File: src/rtl/hdlc_tx_pkg.sv
package hdlc_tx_pkg;
  localparam logic [7:0] FLAG_OCT = 8'h7E;
  localparam logic [7:0] ESC_OCT  = 8'h7D;
  localparam logic [7:0] ESC_MASK = 8'h20;

  typedef enum logic [2:0] {
    ST_FLAG, ST_IDLE, ST_DATA, ST_ESC, ST_FCS, ST_ABRT
  } tx_state_e;

  function automatic logic needs_escape(input logic [7:0] b);
    return (b == FLAG_OCT) || (b == ESC_OCT);
  endfunction

  // One octet of reflected CRC, bit-serial, LSB first.
  function automatic logic [31:0] crc32_step(input logic [31:0] c,
                                             input logic [7:0] b,
                                             input logic [31:0] poly);
    logic [31:0] r;
    r = c ^ {24'h0, b};
    for (int k = 0; k < 8; k++)
      r = r[0] ? ((r >> 1) ^ poly) : (r >> 1);
    return r;
  endfunction
endpackage

File: src/rtl/hdlc_tx_fcs.sv
module hdlc_tx_fcs #(
  parameter logic [31:0] POLY = 32'hEDB88320,
  parameter logic [31:0] INIT = 32'hFFFFFFFF
) (
  input  logic        clk,
  input  logic        rst_n,
  input  logic        upd,
  input  logic        restart,
  input  logic [7:0]  data,
  output logic [31:0] crc
);
  import hdlc_tx_pkg::*;
  logic [31:0] crc_q;
  always_ff @(posedge clk) begin
    if (!rst_n)   crc_q <= INIT;
    else if (upd) crc_q <= crc32_step(restart ? INIT : crc_q, data, POLY);
  end
  assign crc = crc_q;
endmodule

File: src/rtl/hdlc_tx_scrambler.sv
module hdlc_tx_scrambler #(
  parameter int LAG = 43
) (
  input  logic       clk,
  input  logic       rst_n,
  input  logic       link_req,
  input  logic       scr_en,
  input  logic [7:0] raw_oct,
  output logic [7:0] link_data
);
  logic [LAG-1:0] hist_q, hist_d;
  logic [7:0]     scr_oct;

  always_comb begin
    hist_d  = hist_q;
    scr_oct = '0;
    for (int i = 7; i >= 0; i--) begin
      scr_oct[i] = raw_oct[i] ^ hist_d[LAG-1];
      hist_d     = {hist_d[LAG-2:0], scr_oct[i]};
    end
  end

  always_ff @(posedge clk) begin
    if (!rst_n) begin
      hist_q    <= '0;
      link_data <= '0;
    end else if (link_req) begin
      if (scr_en) begin
        hist_q    <= hist_d;
        link_data <= scr_oct;
      end else begin
        link_data <= raw_oct;
      end
    end
  end
endmodule

File: src/rtl/hdlc_tx_ctrl.sv
module hdlc_tx_ctrl #(
  parameter int FCS_BYTES = 4,
  localparam int IDX_W = $clog2(FCS_BYTES)
) (
  input  logic                   clk,
  input  logic                   rst_n,
  input  logic                   link_req,
  input  logic                   pkt_valid,
  input  logic [7:0]             pkt_data,
  input  logic                   pkt_sop,
  input  logic                   pkt_eop,
  input  logic                   pkt_err,
  input  logic [8*FCS_BYTES-1:0] crc,
  output logic                   pkt_ready,
  output logic [7:0]             raw_oct,
  output logic                   crc_upd,
  output logic                   crc_restart,
  output logic                   esc_lead,
  output logic                   esc_tail,
  output logic                   fcs_slot,
  output logic                   flag_slot,
  output logic                   abort_lead
);
  import hdlc_tx_pkg::*;
  localparam logic [IDX_W-1:0] LAST_IDX = IDX_W'(FCS_BYTES - 1);

  tx_state_e        st_q, st_d, ret_q, ret_d;
  logic [7:0]       esc_q, esc_d, fcs_oct;
  logic [IDX_W-1:0] idx_q, idx_d;
  logic             in_frame, starts, upd_c;

  assign in_frame = (st_q == ST_DATA);
  assign starts   = pkt_valid && (in_frame || pkt_sop);
  assign fcs_oct  = ~crc[idx_q*8 +: 8];

  always_comb begin
    st_d        = st_q;
    ret_d       = ret_q;
    esc_d       = esc_q;
    idx_d       = idx_q;
    raw_oct     = FLAG_OCT;
    upd_c       = 1'b0;
    crc_restart = 1'b0;
    esc_lead    = 1'b0;
    abort_lead  = 1'b0;
    unique case (st_q)
      ST_FLAG: st_d = ST_IDLE;
      ST_IDLE, ST_DATA: begin
        if ((in_frame && !pkt_valid) || (starts && pkt_eop && pkt_err)) begin
          raw_oct    = ESC_OCT;
          abort_lead = 1'b1;
          st_d       = ST_ABRT;
        end else if (starts) begin
          upd_c       = 1'b1;
          crc_restart = !in_frame;
          idx_d       = '0;
          ret_d       = pkt_eop ? ST_FCS : ST_DATA;
          if (needs_escape(pkt_data)) begin
            raw_oct  = ESC_OCT;
            esc_d    = pkt_data ^ ESC_MASK;
            esc_lead = 1'b1;
            st_d     = ST_ESC;
          end else begin
            raw_oct = pkt_data;
            st_d    = ret_d;
          end
        end else begin
          st_d = ST_IDLE;
        end
      end
      ST_ESC: begin
        raw_oct = esc_q;
        st_d    = ret_q;
      end
      ST_FCS: begin
        idx_d = idx_q + 1'b1;
        ret_d = (idx_q == LAST_IDX) ? ST_FLAG : ST_FCS;
        if (needs_escape(fcs_oct)) begin
          raw_oct  = ESC_OCT;
          esc_d    = fcs_oct ^ ESC_MASK;
          esc_lead = 1'b1;
          st_d     = ST_ESC;
        end else begin
          raw_oct = fcs_oct;
          st_d    = ret_d;
        end
      end
      ST_ABRT: st_d = ST_IDLE;
      default: st_d = ST_FLAG;
    endcase
  end

  always_ff @(posedge clk) begin
    if (!rst_n) begin
      st_q  <= ST_FLAG;
      ret_q <= ST_IDLE;
      esc_q <= '0;
      idx_q <= '0;
    end else if (link_req) begin
      st_q  <= st_d;
      ret_q <= ret_d;
      esc_q <= esc_d;
      idx_q <= idx_d;
    end
  end

  assign pkt_ready = link_req && (st_q == ST_IDLE || st_q == ST_DATA);
  assign crc_upd   = upd_c && link_req;
  assign esc_tail  = (st_q == ST_ESC);
  assign fcs_slot  = (st_q == ST_FCS);
  assign flag_slot = (st_q == ST_FLAG) || (st_q == ST_ABRT) ||
                     (st_q == ST_IDLE && !(pkt_valid && pkt_sop));
endmodule

File: src/rtl/hdlc_frame_tx.sv
module hdlc_frame_tx #(
  parameter logic [31:0] CRC_POLY = 32'hEDB88320,
  parameter logic [31:0] CRC_INIT = 32'hFFFFFFFF,
  parameter int          SCR_LAG  = 43
) (
  input  logic       clk,
  input  logic       rst_n,
  input  logic       scr_en,
  input  logic       link_req,
  output logic [7:0] link_data,
  input  logic       pkt_valid,
  input  logic [7:0] pkt_data,
  input  logic       pkt_sop,
  input  logic       pkt_eop,
  input  logic       pkt_err,
  output logic       pkt_ready
);
  localparam int FCS_BYTES = $bits(CRC_POLY) / 8;

  logic [31:0] crc;
  logic [7:0]  raw_oct;
  logic        crc_upd, crc_restart;
  // named events for the checker
  logic        esc_lead, esc_tail, fcs_slot, flag_slot, abort_lead;

  hdlc_tx_ctrl #(.FCS_BYTES(FCS_BYTES)) u_ctrl (
    .clk(clk), .rst_n(rst_n), .link_req(link_req),
    .pkt_valid(pkt_valid), .pkt_data(pkt_data), .pkt_sop(pkt_sop),
    .pkt_eop(pkt_eop), .pkt_err(pkt_err), .crc(crc),
    .pkt_ready(pkt_ready), .raw_oct(raw_oct), .crc_upd(crc_upd),
    .crc_restart(crc_restart), .esc_lead(esc_lead), .esc_tail(esc_tail),
    .fcs_slot(fcs_slot), .flag_slot(flag_slot), .abort_lead(abort_lead)
  );

  hdlc_tx_fcs #(.POLY(CRC_POLY), .INIT(CRC_INIT)) u_fcs (
    .clk(clk), .rst_n(rst_n), .upd(crc_upd), .restart(crc_restart),
    .data(pkt_data), .crc(crc)
  );

  hdlc_tx_scrambler #(.LAG(SCR_LAG)) u_scr (
    .clk(clk), .rst_n(rst_n), .link_req(link_req), .scr_en(scr_en),
    .raw_oct(raw_oct), .link_data(link_data)
  );
endmodule

File: config.mk
export PLATFORM = sky130hd
export DESIGN_NAME = hdlc_frame_tx
export DESIGN_NICKNAME = d
export VERILOG_FILES = /design/src/rtl/hdlc_tx_pkg.sv /design/src/rtl/hdlc_tx_fcs.sv /design/src/rtl/hdlc_tx_scrambler.sv /design/src/rtl/hdlc_tx_ctrl.sv /design/src/rtl/hdlc_frame_tx.sv
export SDC_FILE = /design/constraint.sdc
export NUM_CORES = 1
export LEC_CHECK = 0
export BUFFER_PORTS_ARGS = -buffer_cell sky130_fd_sc_hd__buf_4
export CAP_MARGIN = 20
export CELL_PAD_IN_SITES_DETAIL_PLACEMENT = 0
export CELL_PAD_IN_SITES_GLOBAL_PLACEMENT = 1
export CORE_MARGIN = 3
export CORE_UTILIZATION = 40
export DETAILED_ROUTE_END_ITERATION = 8
export GPL_TIMING_DRIVEN = 1
export PLACE_DENSITY_LB_ADDON = 0.1
export SETUP_SLACK_MARGIN = 0.1
export SLEW_MARGIN = 20
export SYNTH_ARGS = -nofsm -noshare
export SYNTH_HDL_FRONTEND = slang
export SYNTH_SLANG_ARGS = --single-unit
export TNS_END_PERCENT = 10
File: constraint.sdc
create_clock -name clk -period 2.9 [get_ports clk]
set_clock_uncertainty 0.2 [all_clocks]
set_input_delay 0.145 -clock clk [delete_from_list [all_inputs] [get_ports clk]]
set_output_delay 0.145 -clock clk [all_outputs]
set_load 0.03 [all_outputs]
Word-level counts from Yosys, hierarchy flattened
Index checks and enable logic that the tools add are counted.
{"block": "word_totals", "output_inout_bits": 9, "input_bits": 16, "romBits": 0, "word_cells": 102, "mem_count": 0, "latch_bits": 0, "ram_bits": 0, "register_bits": 99}
{"block": "op_classes", "n_lt_le_gt_ge": 0, "div_mod_pow": 0, "mux": 39, "n_reduce_logical": 20, "n_mul": 0, "n_eq_ne": 14, "addsub": 1, "bitwise": 20, "shift": 1}
{"cell": "32-bit two-way mux", "count": 9}
{"cell": "13-bit inverter with 14-bit output", "count": 8}
{"cell": "8-bit two-way mux", "count": 9}
{"cell": "8-bit by 7-bit equality test with 1-bit output (second input constant)", "count": 4}
{"cell": "32-bit by 6-bit variable part select with 8-bit output", "count": 1}
{"cell": "32-bit by 8-bit bitwise XOR with 32-bit output", "count": 1}
{"cell": "3-bit two-way mux", "count": 8}
{"cell": "8-bit case mux with 3 select lines", "count": 1}
{"cell": "8-bit case mux with 2 select lines", "count": 1}
{"cell": "3-bit case mux with 4 select lines", "count": 1}
{"cell": "8-bit inverter", "count": 1}
{"cell": "1-bit bitwise XOR", "count": 8}
{"cell": "3-bit by 2-bit equality test with 1-bit output (second input constant)", "count": 2}
{"cell": "3-bit equality test (second input constant)", "count": 2}
{"cell": "1-bit logical AND", "count": 6}
{"cell": "1-bit two-way mux", "count": 6}
{"cell": "2-bit by 1-bit inequality test with 1-bit output (second input constant)", "count": 3}
{"cell": "3-bit case mux with 2 select lines", "count": 1}
{"cell": "6-bit AND reduction", "count": 1}
{"cell": "1-bit logical OR", "count": 5}
{"cell": "2-bit two-way mux", "count": 2}
{"cell": "2-bit case mux with 2 select lines", "count": 1}
{"cell": "4-bit AND reduction", "count": 1}
{"cell": "2-bit OR reduction", "count": 2}
{"cell": "9 further kinds", "count": 11}

Longest topological paths before layout
Gate-level depths: netlist (run 1).
{"block": "depth", "depth_word": 26, "mapped_depth": 9}

Cells and area by module
From an unflattened synthesis (run 1), not the netlist that was laid out.
{"block": "hier_totals", "cells_unflattened": 698, "area_unflattened_um2": 6052.1}
{"module": "hdlc_tx_fcs", "cells_per_inst": 297, "seq_area_each_um2": 640.6, "area_per_inst_um2": 2384.8, "instances": 1}
{"module": "hdlc_tx_scrambler", "cells_per_inst": 239, "seq_area_each_um2": 1021.0, "area_per_inst_um2": 2303.5, "instances": 1}
{"module": "hdlc_tx_ctrl", "cells_per_inst": 162, "seq_area_each_um2": 320.3, "area_per_inst_um2": 1363.8, "instances": 1}

Worst setup path before layout (run 1)
Ideal clock, no wire load.
{"block": "synth_path", "path_type": "register to register", "from": "register u_ctrl.idx_q[0]", "to": "register u_ctrl.esc_q[0]", "period_less_slack_ns": 2.584, "setup_slack_ns": 0.316, "stages_incl_launch_ff": 8, "n_path_buf": 1, "arrival_time_ns": 2.256, "path_cell_list": "dfxtp_1 > buf_6 > mux4_2 > nor4b_4 > nand4_4 > a221oi_4 > mux2i_1 > nor2_1"}
{"block": "synth_via", "elab_chain_len": 6, "elab_cells_between_ends": 9, "classes_between": "eq/ne: 3; shift: 1; mux: 2; bitwise: 1; reduce/logical: 2"}
{"element": "start, declared", "line_no": "hdlc_tx_ctrl.sv:29", "source": "logic [IDX_W-1:0] idx_q, idx_d;"}
{"element": "start signal, assigned", "line_no": "hdlc_tx_ctrl.sv:103", "source": "idx_q <= idx_d;"}
{"element": "32-bit by 6-bit variable part select with 8-bit output *", "line_no": "hdlc_tx_ctrl.sv:34", "source": "assign fcs_oct = ~crc[idx_q*8 +: 8];"}
{"element": "8-bit inverter *", "line_no": "hdlc_tx_ctrl.sv:34"}
{"element": "8-bit by 7-bit equality test with 1-bit output", "line_no": "hdlc_tx_pkg.sv:11", "source": "return (b == FLAG_OCT) || (b == ESC_OCT);"}
{"element": "1-bit logical OR", "line_no": "hdlc_tx_pkg.sv:11"}
{"element": "2-bit by 1-bit inequality test with 1-bit output (no source line)"}
{"element": "6-bit AND reduction (no source line)"}
{"element": "end signal, assigned", "line_no": "hdlc_tx_ctrl.sv:102", "source": "esc_q <= esc_d;"}
{"element": "end, declared", "line_no": "hdlc_tx_ctrl.sv:28", "source": "logic [7:0] esc_q, esc_d, fcs_oct;"}
Mark *: on every way between the ends. The rest lies on a longest branch, timed or not. The select of a mux whose other input is x is not followed.
A chain may end at the register's enable or synchronous reset.

Final worst setup path (run 1)
{"block": "layout_path", "from": "input pkt_eop", "to": "register u_ctrl.ret_q[2]"}
{"block": "layout_via", "elab_chain_len": 5, "elab_cells_between_ends": 9, "classes_between": "eq/ne: 1; mux: 4; reduce/logical: 4"}
{"element": "start, declared", "line_no": "hdlc_frame_tx.sv:14", "source": "input logic pkt_eop,"}
{"element": "1-bit logical AND (2 in a row)", "line_no": "hdlc_tx_ctrl.sv:49", "source": "if ((in_frame && !pkt_valid) || (starts && pkt_eop && pkt_err)) begin"}
{"element": "1-bit logical OR", "line_no": "hdlc_tx_ctrl.sv:49"}
{"element": "2-bit inequality test (no source line)"}
{"element": "4-bit AND reduction (no source line)"}
{"element": "end signal, assigned", "line_no": "hdlc_tx_ctrl.sv:101", "source": "ret_q <= ret_d;"}
{"element": "end, declared", "line_no": "hdlc_tx_ctrl.sv:27", "source": "tx_state_e st_q, st_d, ret_q, ret_d;"}
Parallel ways exist; a longest one is shown, timed or not. The select of a mux whose other input is x is not followed.

==> metrics.md, run 1 <==
| Metric | Value |
|---|---|
| Endpoint class of the critical path | `flip-flop` |
| Global-route wire length before repair | `between 20 and 30 mm` |
| Gp weighted congestion | `0.908` |
| Final setup vio count | `0` |
| Avg Inst Size Synth | `between 8 and 9 um2` |
| Crit path DAT | `2.75 ns` |
| Root Buffer | `clkbuf_16` |
| DR iter-0 viols | `approximately 420` |
| Ys async rst share | `0` |
| RSZ-0062 raised after global routing | `no` |
| Commonest cells after routing, fill and taps aside | `nand2_1 (131), dfxtp_1 (98), xnor2_1 (69), buf_4 (57), a21oi_1 (53)` |
| Per-cell routed wire length | `18.7 um` |
| Peak supply drop | `280 uV` |
| Synthesized area | `around 5800 um2` |
| Largest net degree at the start of global routing | `50` |
| I/O pin cnt | `25` |
| Max-slew headroom | `0.326` |
| CP Launch Type | `input pin` |
| Prevailing post-synth register cell | `dfxtp_1` |
| P&R area growth vs syn | `13.9%` |
| TritonRoute pass-1 iters | `5` |
| Post-DP HPWL | `11.9 mm` |
| Sw frac | `0.294` |
| Final period utilization | `0.915` |
| Met2 Use GR | `0.336` |
| Die Y | `127 um` |
| Drt via density | `5.59` |
| Internal | `0.00251 W` |
| Final nets | `just over 700` |
| Overflow after GRT | `0` |
| Worst slew pin tran | `1.00 ns` |
| TritonCTS Buffers | `9` |
| Library cells used by synthesis | `64` |
| Combinational power share | `0.214` |
| PwrDens | `between 500 and 600 nW/um2` |
| WP data required | `3.00 ns` |
| Post-layout instance area | `6620 um2` |
| Post-route core utilization | `0.472` |
| Maximum buffer depth of the clock tree | `2` |
| Vias | `between 5000 and 6000` |
| Sequential-to-total area share from yosys stat | `0.341` |
| Std-Cell Rows | `43` |
| EDFF count, synth | `0` |
| Die area | `16000 um2` |
| Count of final hold-check violations | `0` |
| Cell Area, Placed | `6250 um2` |
| Static leakage | `2.56 nW` |
| Clock sinks | `99` |
| Met3 Use GR | `0.0362` |
| Synthesized instance count | `695` |
| Most common cell after layout, fill and taps aside | `nand2_1` |
| Worst Path Max Fanout | `8` |
| Met1 Track Usage GR | `0.302` |
| Initial antenna violation count | `0` |
| Clock power frac | `0.381` |
| Gr busiest metal | `met2` |
| Number of routed nets with antenna violations | `0` |
| Synth warnings | `0` |
| Vias in the first global route | `about 4800` |
| Clk_lat worst skew | `0.35 ns` |
| Place WS | `0.0381 ns` |
| Critical path type | `in -> reg` |
| Initial core utilization | `0.414` |
| PnR worst setup slack | `0.247 ns` |
| Drc violations | `0` |
| Total Wirelength | `16.7 mm` |
| I/O Buffers | `24` |
| Outcome | `complete, no violations` |
| Switching power total | `0.00104 W` |
| Max cap viols | `0` |
| FF-to-FF setup slack | `0.25 ns` |
| Ant. Diodes | `0` |
| Clk slew on worst S/H paths | `roughly 0.080 ns` |
| Total negative slack | `0 ns` |
| H-Tree Depth | `3` |
| Sequential power share | `0.405` |
| Fin. max-slew vios | `0` |
| Syn_nets | `a little over 700` |
| Chip width | `about 130 um` |
| Core region area | `14000 um2` |
| FMAX | `approximately 380 MHz` |
| Hold crit path type | `in -> reg` |
| Share of layout cells above drive strength 1 | `0.127` |
| CTS tree | `done` |
| # Post-CTS Setup Buffers | `0` |
| Number of synthesized register bits | `99` |
| Time the worst path needs with I/O delays and setup | `2.65 ns` |
| Total GRT Usage | `0.212` |
power groups by stage:
| stage | clock, W | combinational, W | sequential, W |
|---|---|---|---|
| finish | 0.00135 | 0.000761 | 0.00144 |
| global route | 0.00145 | 0.000829 | 0.00144 |
| CTS | 0.00140 | 0.000763 | 0.00144 |
| detailed placement | 0 | 0.000752 | 0.00147 |
| global placement | 0 | 0.000748 | 0.00147 |
| floorplan | 0 | 0.000550 | 0.00147 |
cell usage after synthesis, types with 2 or more instances:
| master | number | share of area |
|---|---|---|
| nor2_1 | 52 | 0.034 |
| buf_2 | 6 | 0.0052 |
| o221a_2 | 2 | 0.0039 |
| a21o_1 | 4 | 0.0052 |
| or3_1 | 5 | 0.0054 |
| clkbuf_1 | 48 | 0.031 |
| xnor2_1 | 69 | 0.10 |
| nor3_1 | 7 | 0.0060 |
| o21a_1 | 5 | 0.0065 |
| and3_1 | 4 | 0.0043 |
| buf_4 | 2 | 0.0026 |
| a31oi_1 | 5 | 0.0054 |
| o311a_1 | 2 | 0.0034 |
| mux2i_1 | 9 | 0.016 |
| xor3_1 | 2 | 0.0082 |
| o211ai_1 | 24 | 0.031 |
| inv_1 | 6 | 0.0039 |
| a221oi_1 | 2 | 0.0030 |
| and2_1 | 3 | 0.0032 |
| o2bb2ai_1 | 3 | 0.0045 |
| or3b_2 | 2 | 0.0030 |
| o21ai_0 | 29 | 0.025 |
| a32oi_1 | 2 | 0.0030 |
| nor3b_1 | 3 | 0.0039 |
| a211oi_1 | 16 | 0.021 |
| nand3_1 | 10 | 0.0086 |
| dfxtp_1 | 99 | 0.34 |
| and2_0 | 2 | 0.0022 |
| nor4_1 | 2 | 0.0022 |
| xnor3_1 | 6 | 0.023 |
| a211o_1 | 2 | 0.0030 |
| a21oi_1 | 53 | 0.046 |
| xor2_1 | 31 | 0.047 |
| nand2_1 | 131 | 0.085 |
| mux4_2 | 3 | 0.012 |
| nand4_1 | 3 | 0.0032 |
| o2111a_1 | 3 | 0.0058 |
| nand4b_1 | 6 | 0.0090 |
| mux4_1 | 5 | 0.023 |
| o31ai_1 | 3 | 0.0039 |
what timing repair did:
item                       CTS  global route
pin swaps                    0             0
setup endpoints to repair    8             1
hold endpoints to repair     5             0
hold buffers                 4             0
gates resized for setup      1             1
critical path, cell delays in order:
cell and delay, ns:
dlygate4sd3_1 0.54, buf_4 0.16, a21bo_2 0.28, a2111oi_2 0.55
o21ai_0 0.52, a211oi_1 0.38, a21oi_1 0.07, nor2_1 0.11
path summary, 6_finish.rpt:
| check | startpoint | end | cells past startpoint |
|---|---|---|---|
| max | pkt_eop | u_ctrl.ret_q[2] | 8 |
| min | pkt_data[3] | u_fcs.crc[11] | 3 |
| max reg2reg | u_ctrl.idx_q[0] | u_ctrl.esc_q[1] | 6 |
| min reg2reg | u_scr.hist_q[24] | u_scr.hist_q[32] | 2 |
logic make-up after synthesis:
| logic type | share of synthesized area |
|---|---|
| compound gates | 0.189 |
| xor+xnor | 0.185 |
| fa+ha+maj | 0.00215 |
| buf+inv | 0.0459 |
| flops | 0.341 |
| mux | 0.0497 |
| simple gates | 0.188 |
through the flow:
step	total power [W]	instances	hold slack [ns]
finish	0.00355	895	0.0381
global placement	0.00222	875	0.235
detailed placement	0.00222	875	0.243
floorplan	0.00202	695	0.155
global route	0.00372	895	0.0546
CTS	0.00361	895	0.0301
per-layer routing:
metal / wire length, um / share of wire / up-vias
met3: 665 / 0.040 / 18
met1: 8210 / 0.49 / 2426
met4: 257 / 0.015 / 0
met2: 7580 / 0.45 / 114
met5: 0 / 0 / -
li1: - / - / 2443
flip-flops by register name (all words and copies together) (netlist names):
name             cells
u_ctrl.esc_q         8
u_ctrl.idx_q         2
u_ctrl.ret_q         3
u_ctrl.st_q          3
u_fcs.crc           32
u_scr.hist_q        43
u_scr.link_data      8
final cells by class:
class                           count  area [um2]
Fill cell                        1415        7420
Multi-Input combinational cell    531        3570
Sequential cell                    99        1990
Timing Repair Buffer               62         488
Clock buffer                        9         225
Tap cell                          180         225
Clock inverter                      7         105
Inverter                            7        26.3
Power figures use the tool's default switching activity.
==> run 2, diff against run 1 <==
- BUFFER_PORTS_ARGS: -buffer_cell sky130_fd_sc_hd__buf_4 -> -buffer_cell sky130_fd_sc_hd__buf_2
==> metrics.md, run 2 (synthesis results as in run 1) <==
| Metric | Value |
|---|---|
| Post-layout instance area | `6470 um2 (-2.2%)` |
| # Post-CTS Setup Buffers | `0 (unchanged)` |
| Number of fill cells | `1374 (-2.9%)` |
| Root Buffer | `clkbuf_16` |
| CP Launch Type | `flip-flop` |
| PnR worst setup slack | `0.239 ns (-0.00891 ns)` |
| I/O Buffers | `24 (unchanged)` |
| TritonCTS Buffers | `9 (unchanged)` |
| Final setup vio count | `0 (unchanged)` |
| Initial core utilization | `0.414 (unchanged)` |
| Initial antenna violation count | `0 (unchanged)` |
| Static leakage | `2.51 nW (-2.0%)` |
| Crit path DAT | `2.69 ns (-0.06 ns)` |
| Overflow after GRT | `0 (unchanged)` |
| Register area | `1990 um2 (unchanged)` |
| TritonRoute pass-1 iters | `5 (unchanged)` |
| Fin. max-slew vios | `0 (unchanged)` |
| P&R area growth vs syn | `11.4%` |
| Gr busiest metal | `met2` |
| Max-slew headroom | `0.392 (+0.0664)` |
| Final period utilization | `0.918 (+0.00307)` |
| Endpoint class of the critical path | `flip-flop` |
| Core region area | `14000 um2 (unchanged)` |
| FMAX | `376 MHz (-0.33%)` |
| Clk_lat worst skew | `0.36 ns (about the same)` |
| H-Tree Depth | `3 (unchanged)` |
| Outcome | `complete, no violations` |
| CTS tree | `done` |
| Die Y | `127 um (unchanged)` |
| Hold crit path type | `in -> reg` |
| Worst slew pin tran | `0.902 ns (-0.0985 ns)` |
| Total GRT Usage | `0.212 (-0.000533)` |
| Met2 Use GR | `0.328 (-0.00809)` |
| Std-Cell Rows | `43 (unchanged)` |
| Critical path type | `reg -> reg` |
| Final nets | `724 (-0.41%)` |
| Peak supply drop | `272 uV (-2.8%)` |
| I/O pin cnt | `25 (unchanged)` |
| Largest register FFs | `43 (unchanged)` |
| Multi-input logic area | `3570 um2 (unchanged)` |
| Hold_ws | `0.0295 ns (-0.00857 ns)` |
| Clk slew on worst S/H paths | `0.07 ns (about the same)` |
| Per-cell routed wire length | `18.7 um (about the same)` |
| Post-DP HPWL | `11.8 mm (-0.52%)` |
| Global-route wire length before repair | `26.6 mm (-0.47%)` |
| Most flop-heavy register | `u_scr.hist_q` |
| Clock sinks | `99 (unchanged)` |
| Met3 Use GR | `0.0484 (+0.0122)` |
| Die area | `16000 um2 (unchanged)` |
| Place WS | `-0.0156 ns (-0.0537 ns)` |
| Number of routed nets with antenna violations | `0 (unchanged)` |
| PwrDens | `520 nW/um2 (-3.1%)` |
| Ant. Diodes | `0 (unchanged)` |
| Met1 Track Usage GR | `0.299 (-0.00231)` |
| Vias in the first global route | `4671 (-1.7%)` |
| Commonest cells after routing, fill and taps aside | `nand2_1 (131), dfxtp_1 (98), xnor2_1 (69), a21oi_1 (53), nor2_1 (51)` |
| Share of layout cells above drive strength 1 | `0.129 (+0.00194)` |
| Maximum buffer depth of the clock tree | `2 (unchanged)` |
| WP data required | `2.93 ns (-0.07 ns)` |
| Worst Path Max Fanout | `11 (+3)` |
| Time the worst path needs with I/O delays and setup | `2.66 ns (+0.00891 ns)` |
| Worst hold path depth | `3 (unchanged)` |
| Drc violations | `0 (unchanged)` |
| Vias | `4903 (-2.0%)` |
| Chip width | `127 um (unchanged)` |
| FF-to-FF setup slack | `0.24 ns (about the same)` |
| Largest net degree at the start of global routing | `50 (unchanged)` |
| Count of final hold-check violations | `0 (unchanged)` |
| Most common cell after layout, fill and taps aside | `nand2_1` |
| DR iter-0 viols | `506 (+20%)` |
| Total negative slack | `0 ns (unchanged)` |
| Drt via density | `5.50 (-1.6%)` |
| Total Wirelength | `16.6 mm (-0.41%)` |
| RSZ-0062 raised after global routing | `no` |
| Max cap viols | `0 (unchanged)` |
| Cell Area, Placed | `6170 um2 (-1.2%)` |
| R2R cell count | `6 (unchanged)` |
| Gp weighted congestion | `0.928 (+2.1%)` |
==> run 2: layout make-up <==
cell class | count | area share
Clock buffer | 10 | 0.0369
Tap cell | 180 | 0.0348
Timing Repair Buffer | 59 | 0.0595
Multi-Input combinational cell | 531 | 0.551
Sequential cell | 99 | 0.307
Inverter | 7 | 0.00406
Clock inverter | 6 | 0.00715
==> run 2: metrics by stage <==
stage / std cells / power [W] / utilization
global placement: 875 / 0.00221 / 0.440
finish: 892 / 0.00337 / 0.461
CTS: 892 / 0.00340 / 0.461
floorplan: 695 / 0.00202 / -
global route: 892 / 0.00352 / 0.461
detailed placement: 875 / 0.00221 / 0.440
==> run 2: repair_timing <==
action / in CTS / in global routing
endpoints found under the hold margin: 1 / 0
gates resized for setup: 1 / 1
hold buffers: 1 / 0
endpoints found under the setup margin: 8 / 6
==> run 2: report_power, final <==
part           switching, W  total, W  internal [W]
logic              0.000422  0.000743      0.000321
registers         0.0000405   0.00144       0.00140
clock network      0.000572   0.00118      0.000612
==> run 2: routing by layer <==
layer | up-vias | wire length [um]
met4 | 0 | 293
met1 | 2317 | 8020
met3 | 18 | 870
li1 | 2439 | -
met2 | 129 | 7460
met5 | - | 0
==> run 2: final timing paths <==
path,from,to
min,pkt_data[7],u_fcs.crc[9]
max reg2reg,u_ctrl.idx_q[0],u_ctrl.esc_q[0]
min reg2reg,u_ctrl.ret_q[0],u_ctrl.ret_q[0]
max,u_ctrl.idx_q[0],u_ctrl.esc_q[0]
==> run 2: critical path, stage by stage (launching register included) <==
cell and delay (ns):
dfxtp_4 0.44, mux4_2 0.58, nor4b_4 0.41, nand4_4 0.22
a221oi_4 0.39, mux2i_1 0.24, nor2_1 0.05
==> run 3, diff against run 2 <==
- ABC_AREA: unset -> 1
- PLACE_DENSITY_LB_ADDON: 0.1 -> 0.05
- SLEW_MARGIN: 20 -> 40
==> metrics.md, run 3 <==
| Metric | Value |
|---|---|
| Outcome | `complete, no violations` |
| Most common library cells after synthesis | `nand2_1 (194), dfxtp_1 (99), nor2_1 (99), a21oi_1 (85), o21ai_0 (78)` |
| Drt via density | `5.21 (-5.2%)` |
| Die Y | `127 um (+0.48%)` |
| Time the worst path needs with I/O delays and setup | `2.58 ns (-0.0843 ns)` |
| Commonest cells after routing, fill and taps aside | `nand2_1 (194), nor2_1 (99), dfxtp_1 (98), a21oi_1 (85), o21ai_0 (78)` |
| Die area | `16200 um2 (+0.96%)` |
| Crit-path slowest cell | `dfxtp_1` |
| Overflow after GRT | `0 (unchanged)` |
| DR iter-0 viols | `430 (-15%)` |
| Chip width | `127 um (+0.48%)` |
| Max incr delay on CP | `0.44 ns (-0.14 ns)` |
| Top cell type's share of synthesized area | `0.338 (-0.00342)` |
| Maximum buffer depth of the clock tree | `2 (unchanged)` |
| Critical-path cell list | `nand2_1, nor2_2, nand4_4, nand2_1, nand2_1, nand2_2, nand2_2, nand2_4, xor2_2, nand2_1, nand2_1, nand2_1, nand2_1` |
| Post-route core utilization | `0.458 (-0.00327)` |
| Endpoint class of the critical path | `flip-flop` |
| TritonCTS Buffers | `9 (unchanged)` |
| Vias | `5470 (+12%)` |
| Fin. max-slew vios | `0 (unchanged)` |
| Root Buffer | `clkbuf_16` |
| Number of synthesized register bits | `99 (unchanged)` |
| Per-cell routed wire length | `16.1 um (-14%)` |
| Ant. Diodes | `0 (unchanged)` |
| Crit path DAT | `2.67 ns (-0.02 ns)` |
| Number of routed nets with antenna violations | `0 (unchanged)` |
| Share of layout cells above drive strength 1 | `0.156 (+0.0271)` |
| Core region area | `14100 um2 (+0.38%)` |
| P&R area growth vs syn | `9.91%` |
| Post-DP HPWL | `12.6 mm (+6.6%)` |
| RSZ-0062 raised after global routing | `yes` |
| Clk slew on worst S/H paths | `0.07 ns (about the same)` |
| Synthesized area | `5870 um2 (+1.0%)` |
| PwrDens | `508 nW/um2 (-2.2%)` |
| Clk_lat worst skew | `0.35 ns (about the same)` |
| FMAX | `388 MHz (+3.3%)` |
| Most common cell after layout, fill and taps aside | `nand2_1` |
| Worst slew pin tran | `0.738 ns (-0.164 ns)` |
| Prevailing post-synth register cell | `dfxtp_1` |
| Total negative slack | `0 ns (unchanged)` |
| Critical path type | `reg -> reg` |
| EDFF count, synth | `0 (unchanged)` |
| CTS tree | `done` |
| Dominant cell by count in the synthesized netlist | `nand2_1` |
| Drc violations | `0 (unchanged)` |
| Power after layout | `0.00328 W (-2.6%)` |
| WP data required | `2.99 ns (+0.06 ns)` |
| I/O pin cnt | `25 (unchanged)` |
| Met1 Track Usage GR | `0.310 (+0.0111)` |
| Initial core utilization | `0.416 (+0.00259)` |
| Sequential-to-total area share from yosys stat | `0.338 (-0.00342)` |
| Std-Cell Rows | `43 (unchanged)` |
| Synth warnings | `0 (unchanged)` |
| Syn_nets | `868 (+22%)` |
| Hold crit path type | `in -> reg` |
| Yosys top cell by area | `dfxtp_1` |
| Ys async rst share | `0 (unchanged)` |
| Total Wirelength | `16.9 mm (+1.6%)` |
| Final setup vio count | `0 (unchanged)` |
| Gr busiest metal | `met2` |
| Max cap viols | `0 (unchanged)` |
| Largest register FFs | `43 (unchanged)` |
| Met2 Use GR | `0.325 (-0.00280)` |
| Count of final hold-check violations | `0 (unchanged)` |
| Initial antenna violation count | `0 (unchanged)` |
| Placed insts | `1032 (+18%)` |
| Synth top area cells | `dfxtp_1 (34%), nand2_1 (12%), a21oi_1 (7.2%)` |
| Static leakage | `2.80 nW (+12%)` |
| Met3 Use GR | `0.0355 (-0.0129)` |
| Final nets | `882 (+22%)` |
| Worst hold path depth | `4 (+1)` |
| Max-slew headroom | `0.507 (+0.115)` |
| Synthesized instance count | `851 (+22%)` |
| Largest net degree at the start of global routing | `51 (+2.0%)` |
| # Post-CTS Setup Buffers | `0 (unchanged)` |
| Global-route wire length before repair | `27.4 mm (+2.8%)` |
| TritonRoute pass-1 iters | `6 (+1)` |
| Total GRT Usage | `0.216 (+0.00417)` |
| Final period utilization | `0.889 (-0.0291)` |
| Avg Inst Size Synth | `6.90 um2 (-18%)` |
| Worst Path Max Fanout | `22 (+11)` |
| CP Launch Type | `flip-flop` |
| Most flop-heavy register | `u_scr.hist_q` |
| H-Tree Depth | `3 (unchanged)` |
| Critical Path Most Common Cell | `nand2_1` |
| Peak supply drop | `297 uV (+9.2%)` |
| R2R cell count | `13 (+7)` |
| Finished Layout Cells | `1050 (+18%)` |
| Clock sinks | `99 (unchanged)` |
| I/O Buffers | `24 (unchanged)` |
| Gp weighted congestion | `0.859 (-7.4%)` |
| Vias in the first global route | `5113 (+9.5%)` |
| Library cells used by synthesis | `44 (-31%)` |
## run 3: cell types whose count changed after synthesis, moves of 32 or more
cell | before | now
a21oi_1 | 53 | 85
inv_1 | 6 | 64
nand2_1 | 131 | 194
nand3_1 | 10 | 51
nor2_1 | 52 | 99
o21ai_0 | 29 | 78
xnor2_1 | 69 | 3
## run 3: area by class of cell
type                       count  area (um2)
sequential                    99        1980
multi-input combinational    643        3440
clock buffer                   9         225
inverter                      73         274
clock inverter                 7        71.3
tap                          180         225
fill                        1487        7640
timing repair buffer          39         238
## run 3: power breakdown
group	switching, W	leakage, nW	internal (W)
sequential	0.0000392	0.810	0.00142
combinational	0.000419	1.85	0.000195
clock	0.000598	0.144	0.000608
total	0.00106	2.80	0.00222
## run 3: routing by layer
layer	vias up	part of all wire	wire length (um)
li1	2793	-	-
met1	2516	0.50	8410
met2	135	0.42	7180
met3	26	0.050	845
met4	0	0.027	464
met5	-	0	0
## run 3: logic make-up (layout without fill, tap and decap cells)
group | after synthesis | after routing | synth area share
compound gates | 199 | 199 | 0.185
fa+ha+maj | 1 | 1 | 0.00213
simple gates | 414 | 414 | 0.342
flops | 99 | 99 | 0.338
buf+inv | 109 | 128 | 0.0772
xor+xnor | 29 | 29 | 0.0561
## run 3: timing repair
action / 4_1_cts / 5_1_grt
endpoints found under the setup margin: 0 / 15
hold endpoints to repair: 4 / 0
hold buffers: 2 / 0
resized for setup: 0 / 1
## run 3: path summary, 6_finish.rpt
kind,startpoint,slack (ns),endpoint
setup / recovery,u_ctrl.st_q[0],0.32,u_fcs.crc[5]
hold / removal,scr_en,0.06,u_scr.hist_q[14]
setup reg to reg,u_ctrl.st_q[0],0.32,u_fcs.crc[5]
hold reg to reg,u_ctrl.esc_q[5],0.25,u_ctrl.esc_q[5]
## run 3: critical path, delay by kind of cell, from the launching register on
family / cells / cell delay, ns
flops: 1 / 0.44
xor+xnor: 1 / 0.17
simple gates: 12 / 1.70
## run 3: per-stage QoR
step           setup WS, ns  cell area, um2  hold slack (ns)
3_3_place_gp          0.401            6130            0.239
2_1_floorplan         0.675            5870           0.0877
4_1_cts               0.303            6450           0.0482
3_5_place_dp          0.339            6130            0.234
5_1_grt             0.00621            6450            0.149
6_report              0.323            6450           0.0589
